$ cat src/rtl/win_dec_pkg.sv
package win_dec_pkg;
    localparam int ADDR_W      = 32;
    localparam int CHUNK_BITS  = 5;
    localparam int N_CHUNKS    = 1 << CHUNK_BITS;
    localparam int CHUNK_LSB   = 23;
    localparam int NIB_W       = ADDR_W - CHUNK_LSB - CHUNK_BITS;
    localparam int MODE_LSB    = 7;
    localparam int MODE_W      = 2;

    localparam logic [NIB_W-1:0]  WIN_NIB   = '1;
    localparam logic [MODE_W-1:0] MODE_FWD  = 2'b01;
    localparam logic [ADDR_W-1:0] CHUNK_SZ  = ADDR_W'(1) << CHUNK_LSB;
    localparam logic [ADDR_W-1:0] WIN_BASE  = {WIN_NIB, {(ADDR_W-NIB_W){1'b0}}};
    localparam logic [ADDR_W-1:0] PCI_LO    = WIN_BASE + CHUNK_SZ;
    localparam logic [ADDR_W-1:0] PCI_END   = WIN_BASE + ADDR_W'(N_CHUNKS - 1) * CHUNK_SZ;
    localparam logic [ADDR_W-1:0] CPU_LO    = 32'hFFF0_0000;
    localparam logic [ADDR_W-1:0] CPU_HI    = 32'hFFFF_FFFE;

    typedef enum logic [1:0] {
        RGN_RAM  = 2'b00,
        RGN_PCI  = 2'b01,
        RGN_CPU  = 2'b10,
        RGN_NONE = 2'b11
    } bm_region_e;

    typedef struct packed {
        logic                  hit;
        logic [CHUNK_BITS-1:0] chunk;
        logic [ADDR_W-1:0]     pci_addr;
    } out_dec_t;

    function automatic logic [CHUNK_BITS-1:0] chunk_of(input logic [ADDR_W-1:0] a);
        return a[CHUNK_LSB +: CHUNK_BITS];
    endfunction
endpackage

$ cat src/rtl/win_cfg_regs.sv
module win_cfg_regs
    import win_dec_pkg::*;
(
    input  logic              clk,
    input  logic              rst,
    input  logic              wr,
    input  logic              sel,
    input  logic [ADDR_W-1:0] wdata,
    output logic [ADDR_W-1:0] en_q,
    output logic [ADDR_W-1:0] ctrl_q
);
    always_ff @(posedge clk) begin
        if (rst) begin
            en_q   <= '0;
            ctrl_q <= '0;
        end else if (wr) begin
            if (sel) ctrl_q <= wdata;
            else     en_q   <= wdata;
        end
    end
endmodule

$ cat src/rtl/win_out_decode.sv
module win_out_decode
    import win_dec_pkg::*;
(
    input  logic [ADDR_W-1:0] addr,
    input  logic [ADDR_W-1:0] en_q,
    input  logic [ADDR_W-1:0] ctrl_q,
    output out_dec_t          dec
);
    logic [N_CHUNKS-1:0] usable;
    logic                fwd_on;
    logic                in_win;
    logic [CHUNK_BITS-1:0] idx;

    // The first and last chunk are reserved and never forward.
    for (genvar i = 0; i < N_CHUNKS; i++) begin : g_usable
        if (i == 0 || i == N_CHUNKS - 1) begin : g_rsvd
            assign usable[i] = 1'b0;
        end else begin : g_open
            assign usable[i] = en_q[i];
        end
    end

    assign fwd_on = (ctrl_q[MODE_LSB +: MODE_W] == MODE_FWD);
    assign in_win = (addr[ADDR_W-1 -: NIB_W] == WIN_NIB);
    assign idx    = chunk_of(addr);

    always_comb begin
        dec.pci_addr = addr;
        dec.hit      = fwd_on && in_win && usable[idx];
        dec.chunk    = dec.hit ? idx : '0;
    end
endmodule

$ cat src/rtl/win_in_decode.sv
module win_in_decode
    import win_dec_pkg::*;
(
    input  logic [ADDR_W-1:0] addr,
    output bm_region_e        region
);
    always_comb begin
        if (addr < PCI_LO)
            region = RGN_RAM;
        else if (addr < PCI_END)
            region = RGN_PCI;
        else if (addr >= CPU_LO && addr <= CPU_HI)
            region = RGN_CPU;
        else
            region = RGN_NONE;
    end
endmodule

$ cat src/rtl/win_decoder.sv
module win_decoder
    import win_dec_pkg::*;
(
    input  logic        clk,
    input  logic        rst,
    input  logic        cfg_wr,
    input  logic        cfg_sel,
    input  logic [31:0] cfg_wdata,
    input  logic [31:0] cpu_addr,
    output logic        out_hit,
    output logic [4:0]  out_chunk,
    output logic [31:0] out_pci_addr,
    input  logic [31:0] bm_addr,
    output logic [1:0]  bm_region,
    output logic        bm_miss
);
    logic [ADDR_W-1:0] en_q;
    logic [ADDR_W-1:0] ctrl_q;
    out_dec_t          odec;
    bm_region_e        rgn;

    win_cfg_regs u_regs (
        .clk    (clk),
        .rst    (rst),
        .wr     (cfg_wr),
        .sel    (cfg_sel),
        .wdata  (cfg_wdata),
        .en_q   (en_q),
        .ctrl_q (ctrl_q)
    );

    win_out_decode u_out (
        .addr   (cpu_addr),
        .en_q   (en_q),
        .ctrl_q (ctrl_q),
        .dec    (odec)
    );

    win_in_decode u_in (
        .addr   (bm_addr),
        .region (rgn)
    );

    assign out_hit      = odec.hit;
    assign out_chunk    = odec.chunk;
    assign out_pci_addr = odec.pci_addr;
    assign bm_region    = rgn;
    assign bm_miss      = (rgn == RGN_NONE);
endmodule

$ cat config.mk
export PLATFORM = sky130hd
export DESIGN_NAME = win_decoder
export DESIGN_NICKNAME = d
export VERILOG_FILES = /design/src/rtl/win_dec_pkg.sv /design/src/rtl/win_cfg_regs.sv /design/src/rtl/win_out_decode.sv /design/src/rtl/win_in_decode.sv /design/src/rtl/win_decoder.sv
export SDC_FILE = /design/constraint.sdc
export NUM_CORES = 1
export LEC_CHECK = 0
export ABC_AREA = 1
export CAP_MARGIN = 20
export CORE_MARGIN = 5
export CORE_UTILIZATION = 30
export DETAILED_ROUTE_END_ITERATION = 16
export HOLD_SLACK_MARGIN = 0.1
export PLACE_DENSITY = 0.84
export SETUP_SLACK_MARGIN = 0.05
export SYNTH_ARGS = -nofsm -noshare
export SYNTH_HDL_FRONTEND = slang
export SYNTH_SLANG_ARGS = --single-unit
$ cat constraint.sdc
create_clock -name clk -period 1.2 [get_ports clk]
set_clock_uncertainty 0.05 [all_clocks]
set_input_delay 0.12 -clock clk [delete_from_list [all_inputs] [get_ports clk]]
set_output_delay 0.12 -clock clk [all_outputs]
set_load 0.03 [all_outputs]
==> results of run 1 <==
-- metrics by stage --
stage          TNS (ns)  total power, mW  instances  setup slack, ns  hold slack [ns]
5_1_grt           -3.93             2.81        450           -0.652            0.190
3_5_place_dp      -9.13             1.90        438           -0.743            0.190
6_report          -3.27             2.70        450           -0.557            0.190
4_1_cts           -2.93             2.65        449           -0.521            0.190
3_3_place_gp      -7.62             1.88        438           -0.702            0.190
2_1_floorplan    -0.455             1.62        279          -0.0913            0.148
-- flip-flops by register name, indices dropped and copies added, names as in the netlist --
signal	cells
u_regs.ctrl_q	2
u_regs.en_q	30
-- layer usage --
layer	global-route usage	wire length, um	up-vias
met2	0.284	3350	126
met1	0.151	2370	941
met3	0.0534	628	40
li1	-	-	1062
met4	0.0757	291	0
met5	0	0	-
-- what timing repair did --
action                                 in CTS  in global routing
endpoints found under the hold margin       0                  0
setup endpoints to repair                  10                 15
cloned                                      1                  0
setup buffers                               3                  0
resized for setup                         123                 30
pin swaps                                  28                 17
-- power groups by stage --
stage	sequential (mW)	combinational (mW)	clock (mW)
after floorplan	1.16	0.459	0
after global placement	1.17	0.707	0
after detailed placement	1.17	0.726	0
after CTS	1.15	0.725	0.773
after global routing	1.16	0.836	0.816
final	1.15	0.777	0.769
-- logic make-up (layout without fill, tap and decap cells) --
kind of cell	after synthesis	in the layout	synth area share
buffers and inverters	80	173	0.241
other	0	1	0
AND/OR/NAND/NOR	135	135	0.315
AO/OA/AOI/OAI	32	32	0.112
flip-flops	32	32	0.332
-- synth_stat cells --
master,instances,share of area
sky130_fd_sc_hd__a211oi_1,22,0.086
sky130_fd_sc_hd__a21oi_1,10,0.026
sky130_fd_sc_hd__buf_2,3,0.0078
sky130_fd_sc_hd__buf_4,32,0.12
sky130_fd_sc_hd__buf_6,2,0.012
sky130_fd_sc_hd__buf_8,1,0.0078
sky130_fd_sc_hd__clkbuf_1,5,0.0097
sky130_fd_sc_hd__clkbuf_8,1,0.0071
sky130_fd_sc_hd__dfxtp_1,32,0.33
sky130_fd_sc_hd__inv_1,33,0.064
sky130_fd_sc_hd__inv_2,2,0.0039
sky130_fd_sc_hd__inv_6,1,0.0045
sky130_fd_sc_hd__nand2_1,56,0.11
sky130_fd_sc_hd__nand3_1,29,0.075
sky130_fd_sc_hd__nand3_2,2,0.010
sky130_fd_sc_hd__nand3_4,1,0.0091
sky130_fd_sc_hd__nand3b_1,1,0.0039
sky130_fd_sc_hd__nand4_1,6,0.019
sky130_fd_sc_hd__nor2_1,32,0.062
sky130_fd_sc_hd__nor2_2,1,0.0032
sky130_fd_sc_hd__nor3_1,2,0.0052
sky130_fd_sc_hd__nor3b_1,1,0.0039
sky130_fd_sc_hd__nor4_1,3,0.0097
sky130_fd_sc_hd__or2_2,1,0.0032
-- critical path, stage by stage (launching register included) --
cell	delay, ns
sky130_fd_sc_hd__dfxtp_1	0.31
sky130_fd_sc_hd__inv_1	0.11
sky130_fd_sc_hd__nand2_1	0.09
sky130_fd_sc_hd__nand3_2	0.07
sky130_fd_sc_hd__nand3_2	0.08
sky130_fd_sc_hd__nand3_2	0.09
sky130_fd_sc_hd__nand3_4	0.09
sky130_fd_sc_hd__nand3_4	0.20
sky130_fd_sc_hd__clkinvlp_4	0.12
sky130_fd_sc_hd__buf_6	0.14
-- worst paths after layout --
kind	slack, ns	depth (start not counted)	endpoint
setup / recovery	-0.56	9	out_hit
hold / removal	0.19	0	out_pci_addr[16]
setup reg to reg	0.30	3	u_regs.en_q[28]
hold reg to reg	0.42	2	u_regs.en_q[16]
-- area by class of cell --
cell class / count / area, sq um
clock buffers: 6 / 72.6
fillers: 577 / 3110
repair buffers: 130 / 1250
clock inverters: 1 / 5.00
well taps: 77 / 96.3
inverters: 36 / 144
flip-flops and latches: 32 / 648
multi-input cells: 167 / 987
diodes: 1 / 2.50
==> qor.txt, run 1 <==
========================================================================================================
Run status ................................................................................ finished with violations
Violated checks ........................................................................... setup timing
Slew headroom .............................................................................        0.816
Total nets after synthesis ................................................................          379
Power density cells .......................................................................  842 nW/um^2
Synthesized flop and latch total ..........................................................           32
Power share of the sequential group .......................................................        0.427
Proportion of power drawn by the clock network ............................................        0.285
Leakage ...................................................................................      1.40 nW
Max Fanout on Critical Path ...............................................................            5
Period utilisation layout .................................................................         1.46
Congestion Overflow GR ....................................................................            0
Master cell of the clock root buffer ...................................................... sky130_fd_sc_hd__clkbuf_8
Launch point of the critical path ......................................................... u_regs.en_q[28]
Routed wirelength normalized by instance count ............................................      14.7 um
Final nets ................................................................................          472
Nature of the critical path startpoint ....................................................     register
RSZ-0062 raised after global routing ......................................................         true
Class of the most critical hold timing path ............................................... input port to output pin
Critical path arrival .....................................................................      1.59 ns
Final wirelength ..........................................................................      6630 um
Overall die height ........................................................................      90.2 um
I/O Buffers ...............................................................................           92
Number of pins with negative max-slew slack in the final report ...........................            0
Int Pwr ...................................................................................      1.95 mW
Peak ir drop on the vdd network ...........................................................     0.449 mV
TritonCTS clock tree ......................................................................          yes
Vias after detailed routing ...............................................................         2169
Number of H-tree branching levels .........................................................            2
Placeable Area ............................................................................   6310 sq um
Net switching power figure ................................................................       751 uW
Placer congestion estimate ................................................................        0.820
Post-Synthesis Cell Area ..................................................................   1930 sq um
Cell area reported after detailed placement ...............................................   2960 sq um
Share of final-layout standard cells stronger than drive strength 1 .......................        0.376
Finished Cell Area ........................................................................   3200 sq um
Leading cell types in the layout, fill and taps excluded .................................. sky130_fd_sc_hd__nand2_1, sky130_fd_sc_hd__buf_4, sky130_fd_sc_hd__clkdlybuf4s50_1
Post-detailed-placement half-perimeter wirelength .........................................      4850 um
Starting DRT DRC Count ....................................................................           97
Num CTS Buffers ...........................................................................            5
Switching portion of total power ..........................................................        0.278
Fmax ......................................................................................    0.569 GHz
Post-CTS clock slew at the launch and capture registers of the worst setup and hold paths .      0.06 ns
Launch instance of the worst register-to-register path .................................... u_regs.en_q[28]
Die footprint .............................................................................   8130 sq um
Growth of design area from synthesis to finish ............................................        66.2%
Initial antenna violation count ...........................................................            1
Combinational cell fraction of total power ................................................        0.288
Number of failing setup endpoints in the final timing report ..............................            8
Width of the die ..........................................................................      90.2 um
Number of global-route vias before repair .................................................         2263
All-layer global routing usage ............................................................        0.154
Buffers from clock root to sink, at most ..................................................            2
Type of the worst setup path .............................................................. register to output pin
# IOs .....................................................................................          141
Most common cell after layout, fill and taps aside ........................................ sky130_fd_sc_hd__nand2_1
# DRC .....................................................................................            0
Post-cts hold buffer count ................................................................            0
Vias per cell .............................................................................         4.82
Count of unique library cells instantiated by Yosys .......................................           24
Number of iterations in the first detailed-routing pass ...................................            4
Final core occ ............................................................................        0.508
Number of routed nets with antenna violations .............................................            0
# rows ....................................................................................           29
Starting density of the core ..............................................................        0.305
Clock sink total ..........................................................................           32
Mapped Avg Cell Area ......................................................................   6.91 sq um
Final Hold Fails ..........................................................................            0
Worst-Skew Late Latency ...................................................................      0.28 ns
Portion of the post-synthesis area used by sequential elements ............................        0.332
Transition time at the pin with the least slew margin .....................................     0.275 ns
Data required, critical path ..............................................................      1.03 ns
Crit path time final ......................................................................      1.76 ns
Startpoint of the worst hold path ......................................................... cpu_addr[16]
Wire length of the first global-routing pass ..............................................     10400 um
Number of synthesis warnings ..............................................................            0
Setup crit end kind .......................................................................   output pin
Largest net degree at the start of global routing .........................................           33
Post-Syn Instances ........................................................................          279
Worst Setup Slack, final ..................................................................    -0.557 ns
Maximum capacitance violations ............................................................            0
========================================================================================================
(Power assumes the default switching activity.)
==> inputs of run 2 (changes only) <==
--- a/config.mk
+++ b/config.mk
@@ -9,6 +9,8 @@
 export CAP_MARGIN = 20
 export CORE_MARGIN = 5
 export CORE_UTILIZATION = 30
+export CTS_CLUSTER_DIAMETER = 120
+export CTS_CLUSTER_SIZE = 30
 export DETAILED_ROUTE_END_ITERATION = 16
 export HOLD_SLACK_MARGIN = 0.1
 export PLACE_DENSITY = 0.84
==> results of run 2 <==
Same layout as run 1: the final DEF is identical, and so are final timing and power.
==> inputs of run 3 (changes only) <==
--- a/config.mk
+++ b/config.mk
@@ -13,8 +13,10 @@
 export CTS_CLUSTER_SIZE = 30
 export DETAILED_ROUTE_END_ITERATION = 16
 export HOLD_SLACK_MARGIN = 0.1
-export PLACE_DENSITY = 0.84
+export MAX_ROUTING_LAYER = met4
+export PLACE_DENSITY = 0.71
 export SETUP_SLACK_MARGIN = 0.05
 export SYNTH_ARGS = -nofsm -noshare
 export SYNTH_HDL_FRONTEND = slang
+export SYNTH_HIERARCHICAL = 1
 export SYNTH_SLANG_ARGS = --single-unit
==> qor.txt, run 3 <==
========================================================================================================
Final wirelength ..........................................................................      6420 um   -3.2%
Data required, critical path ..............................................................      1.03 ns   about the same
Number of routed nets with antenna violations .............................................            0   unchanged
Violated checks ........................................................................... setup timing
Post-CTS clock slew at the launch and capture registers of the worst setup and hold paths .      0.06 ns   about the same
Share of final-layout standard cells stronger than drive strength 1 .......................        0.302   -0.0748
Mapped Avg Cell Area ......................................................................   5.99 sq um   -13%
Class of the most critical hold timing path ............................................... input port to output pin
Overall die height ........................................................................      97.4 um   +8.0%
Register area .............................................................................    656 sq um   +1.2%
# rows ....................................................................................           31   +6.9%
N_diodes ..................................................................................            0   -1
Int Pwr ...................................................................................      2.07 mW   +6.2%
Run status ................................................................................ finished with violations
Switching portion of total power ..........................................................        0.271   -0.00686
Detailed route wirelength on metal2 .......................................................      3320 um   -0.69%
Growth of design area from synthesis to finish ............................................        49.5%
I/O Buffers ...............................................................................           92   unchanged
# IOs .....................................................................................          141   unchanged
Width of the die ..........................................................................      97.4 um   +8.0%
Vias after detailed routing ...............................................................         2363   +8.9%
Final Hold Fails ..........................................................................            0   unchanged
Met1 WL ...................................................................................      2710 um   +15%
Type of the worst setup path .............................................................. register to output pin
Nature of the critical path startpoint ....................................................     register
Flip-flop count of the largest register, all copies and words added .......................           30   unchanged
Maximum capacitance violations ............................................................            0   unchanged
Slew headroom .............................................................................        0.795   -0.0217
Number of H-tree branching levels .........................................................            2   unchanged
Highest routed metal layer ................................................................         met4
Clock sink total ..........................................................................           32   unchanged
Leading cell types in the layout, fill and taps excluded .................................. sky130_fd_sc_hd__nand2_1, sky130_fd_sc_hd__nor2_1, sky130_fd_sc_hd__inv_1
RSZ-0062 raised after global routing ......................................................         true
Final-layout fill cell count ..............................................................          750   +30%
Die footprint .............................................................................   9480 sq um   +17%
Buffers from clock root to sink, at most ..................................................            2   unchanged
Worst-Skew Late Latency ...................................................................      0.27 ns   about the same
Transition time at the pin with the least slew margin .....................................     0.308 ns   +0.0330 ns
Setup crit end kind .......................................................................   output pin
Congestion Overflow GR ....................................................................            0   unchanged
Number of pins with negative max-slew slack in the final report ...........................            0   unchanged
Reg with most FFs .........................................................................  u_regs/en_q
Initial antenna violation count ...........................................................            0   -1
Critical path arrival .....................................................................      1.53 ns   -0.06 ns
# DRC .....................................................................................            0   unchanged
Post-detailed-placement half-perimeter wirelength .........................................      4780 um   -1.5%
Multi-input combinational cell area .......................................................   1180 sq um   +20%
Combinational cell fraction of total power ................................................        0.281   -0.007
Power share of the sequential group .......................................................        0.413   -0.014
Post-cts hold buffer count ................................................................            0   unchanged
Master cell of the clock root buffer ...................................................... sky130_fd_sc_hd__clkbuf_8
Max Fanout on Critical Path ...............................................................            5   unchanged
Total power after layout ..................................................................      2.84 mW   +5.2%
Period utilisation layout .................................................................         1.42   -0.0483
Placer congestion estimate ................................................................        0.806   -1.7%
Total nets after synthesis ................................................................          482   +27%
Most common cell after layout, fill and taps aside ........................................ sky130_fd_sc_hd__nand2_1
Number of failing setup endpoints in the final timing report ..............................            7   -1
Met3 WL post-DR ...........................................................................       345 um   -45%
Num CTS Buffers ...........................................................................            5   unchanged
Worst Hold Margin .........................................................................     0.190 ns   unchanged
Power density cells .......................................................................  830 nW/um^2   -1.5%
TritonCTS clock tree ......................................................................          yes
Fmax ......................................................................................    0.588 GHz   +3.4%
Routed wirelength normalized by instance count ............................................      11.7 um   -21%
Peak ir drop on the vdd network ...........................................................     0.434 mV   -3.4%
Net switching power figure ................................................................       771 uW   +2.6%
Starting DRT DRC Count ....................................................................           92   -5.2%
Final core occ ............................................................................        0.467   -0.0406
Leakage ...................................................................................      1.66 nW   +19%
Post-Synthesis Cell Area ..................................................................   2290 sq um   +19%
Wire length of the first global-routing pass ..............................................     10900 um   +4.4%
Vias per cell .............................................................................         4.30   -11%
Proportion of power drawn by the clock network ............................................        0.306   +0.021
Number of iterations in the first detailed-routing pass ...................................            4   unchanged
Final sum of negative setup slack .........................................................     -2.89 ns   +0.377 ns
All-layer global routing usage ............................................................        0.137   -0.0164
Largest net degree at the start of global routing .........................................           34   +3.0%
Final nets ................................................................................          551   +17%
Number of synthesis warnings ..............................................................            6   +6
Post-Syn Instances ........................................................................          382   +37%
Top flop regs ............................................................................. u_regs/en_q (30), u_regs/ctrl_q (2)
Starting density of the core ..............................................................        0.312   +0.00695
Cell area reported after detailed placement ...............................................   3200 sq um   +8.2%
Finished Cell Area ........................................................................   3420 sq um   +6.8%
Worst Setup Slack, final ..................................................................    -0.499 ns   +0.0580 ns
Crit path time final ......................................................................      1.70 ns   -0.0580 ns
Number of global-route vias before repair .................................................         2440   +7.8%
Placeable Area ............................................................................   7330 sq um   +16%
========================================================================================================
run 3: power groups by stage:
stage	combinational (mW)	sequential, mW	clock, mW
after detailed placement	0.772	1.19	0
final	0.797	1.17	0.869
after global routing	0.886	1.18	0.943
after CTS	0.760	1.17	0.889
after floorplan	0.566	1.18	0
after global placement	0.761	1.19	0
run 3: worst max-delay path, cell delays in order, from the launching register on:
cell and delay (ns):
sky130_fd_sc_hd__dfxtp_2 0.32, sky130_fd_sc_hd__inv_1 0.04, sky130_fd_sc_hd__nand2_1 0.05, sky130_fd_sc_hd__nand3_1 0.08, sky130_fd_sc_hd__nand3_1 0.10, sky130_fd_sc_hd__nand3_1 0.09, sky130_fd_sc_hd__nand3_2 0.11, sky130_fd_sc_hd__nand3_4 0.16
sky130_fd_sc_hd__nor2_4 0.16, sky130_fd_sc_hd__buf_12 0.13
run 3: layout make-up:
class | count | share of cell area
clock buffers | 7 | 0.0281
well taps | 99 | 0.0362
multi-input cells | 237 | 0.346
repair buffers | 117 | 0.330
inverters | 58 | 0.0680
flip-flops and latches | 32 | 0.192
run 3: final timing paths:
check / from / to / slack [ns] / cells past startpoint
worst min register to register: u_regs/ctrl_q[8] / u_regs/ctrl_q[8] / 0.42 / 2
worst min-delay path: cpu_addr[0] / out_pci_addr[0] / 0.19 / 0
worst max-delay path: u_regs/en_q[23] / out_chunk[2] / -0.50 / 9
worst max register to register: u_regs/ctrl_q[7] / u_regs/ctrl_q[7] / 0.52 / 3
run 3: repair_timing:
| item | CTS | global route |
|---|---|---|
| pin swaps | 35 | 24 |
| setup endpoints to repair | 12 | 8 |
| cloned | 1 | 0 |
| gates resized for setup | 136 | 31 |
| setup buffers | 1 | 1 |
run 3: metal layers:
metal  vias up  global-route usage
met2        65               0.239
met1      1042               0.162
met4         0              0.0266
met3        11              0.0330
li1       1245                   -
met5         -                   -
run 3: per-stage QoR:
stage / std cells / setup WS (ns)
after detailed placement: 540 / -0.778
after CTS: 549 / -0.549
after floorplan: 382 / -0.111
final: 550 / -0.499
after global placement: 540 / -0.706
after global routing: 550 / -0.622
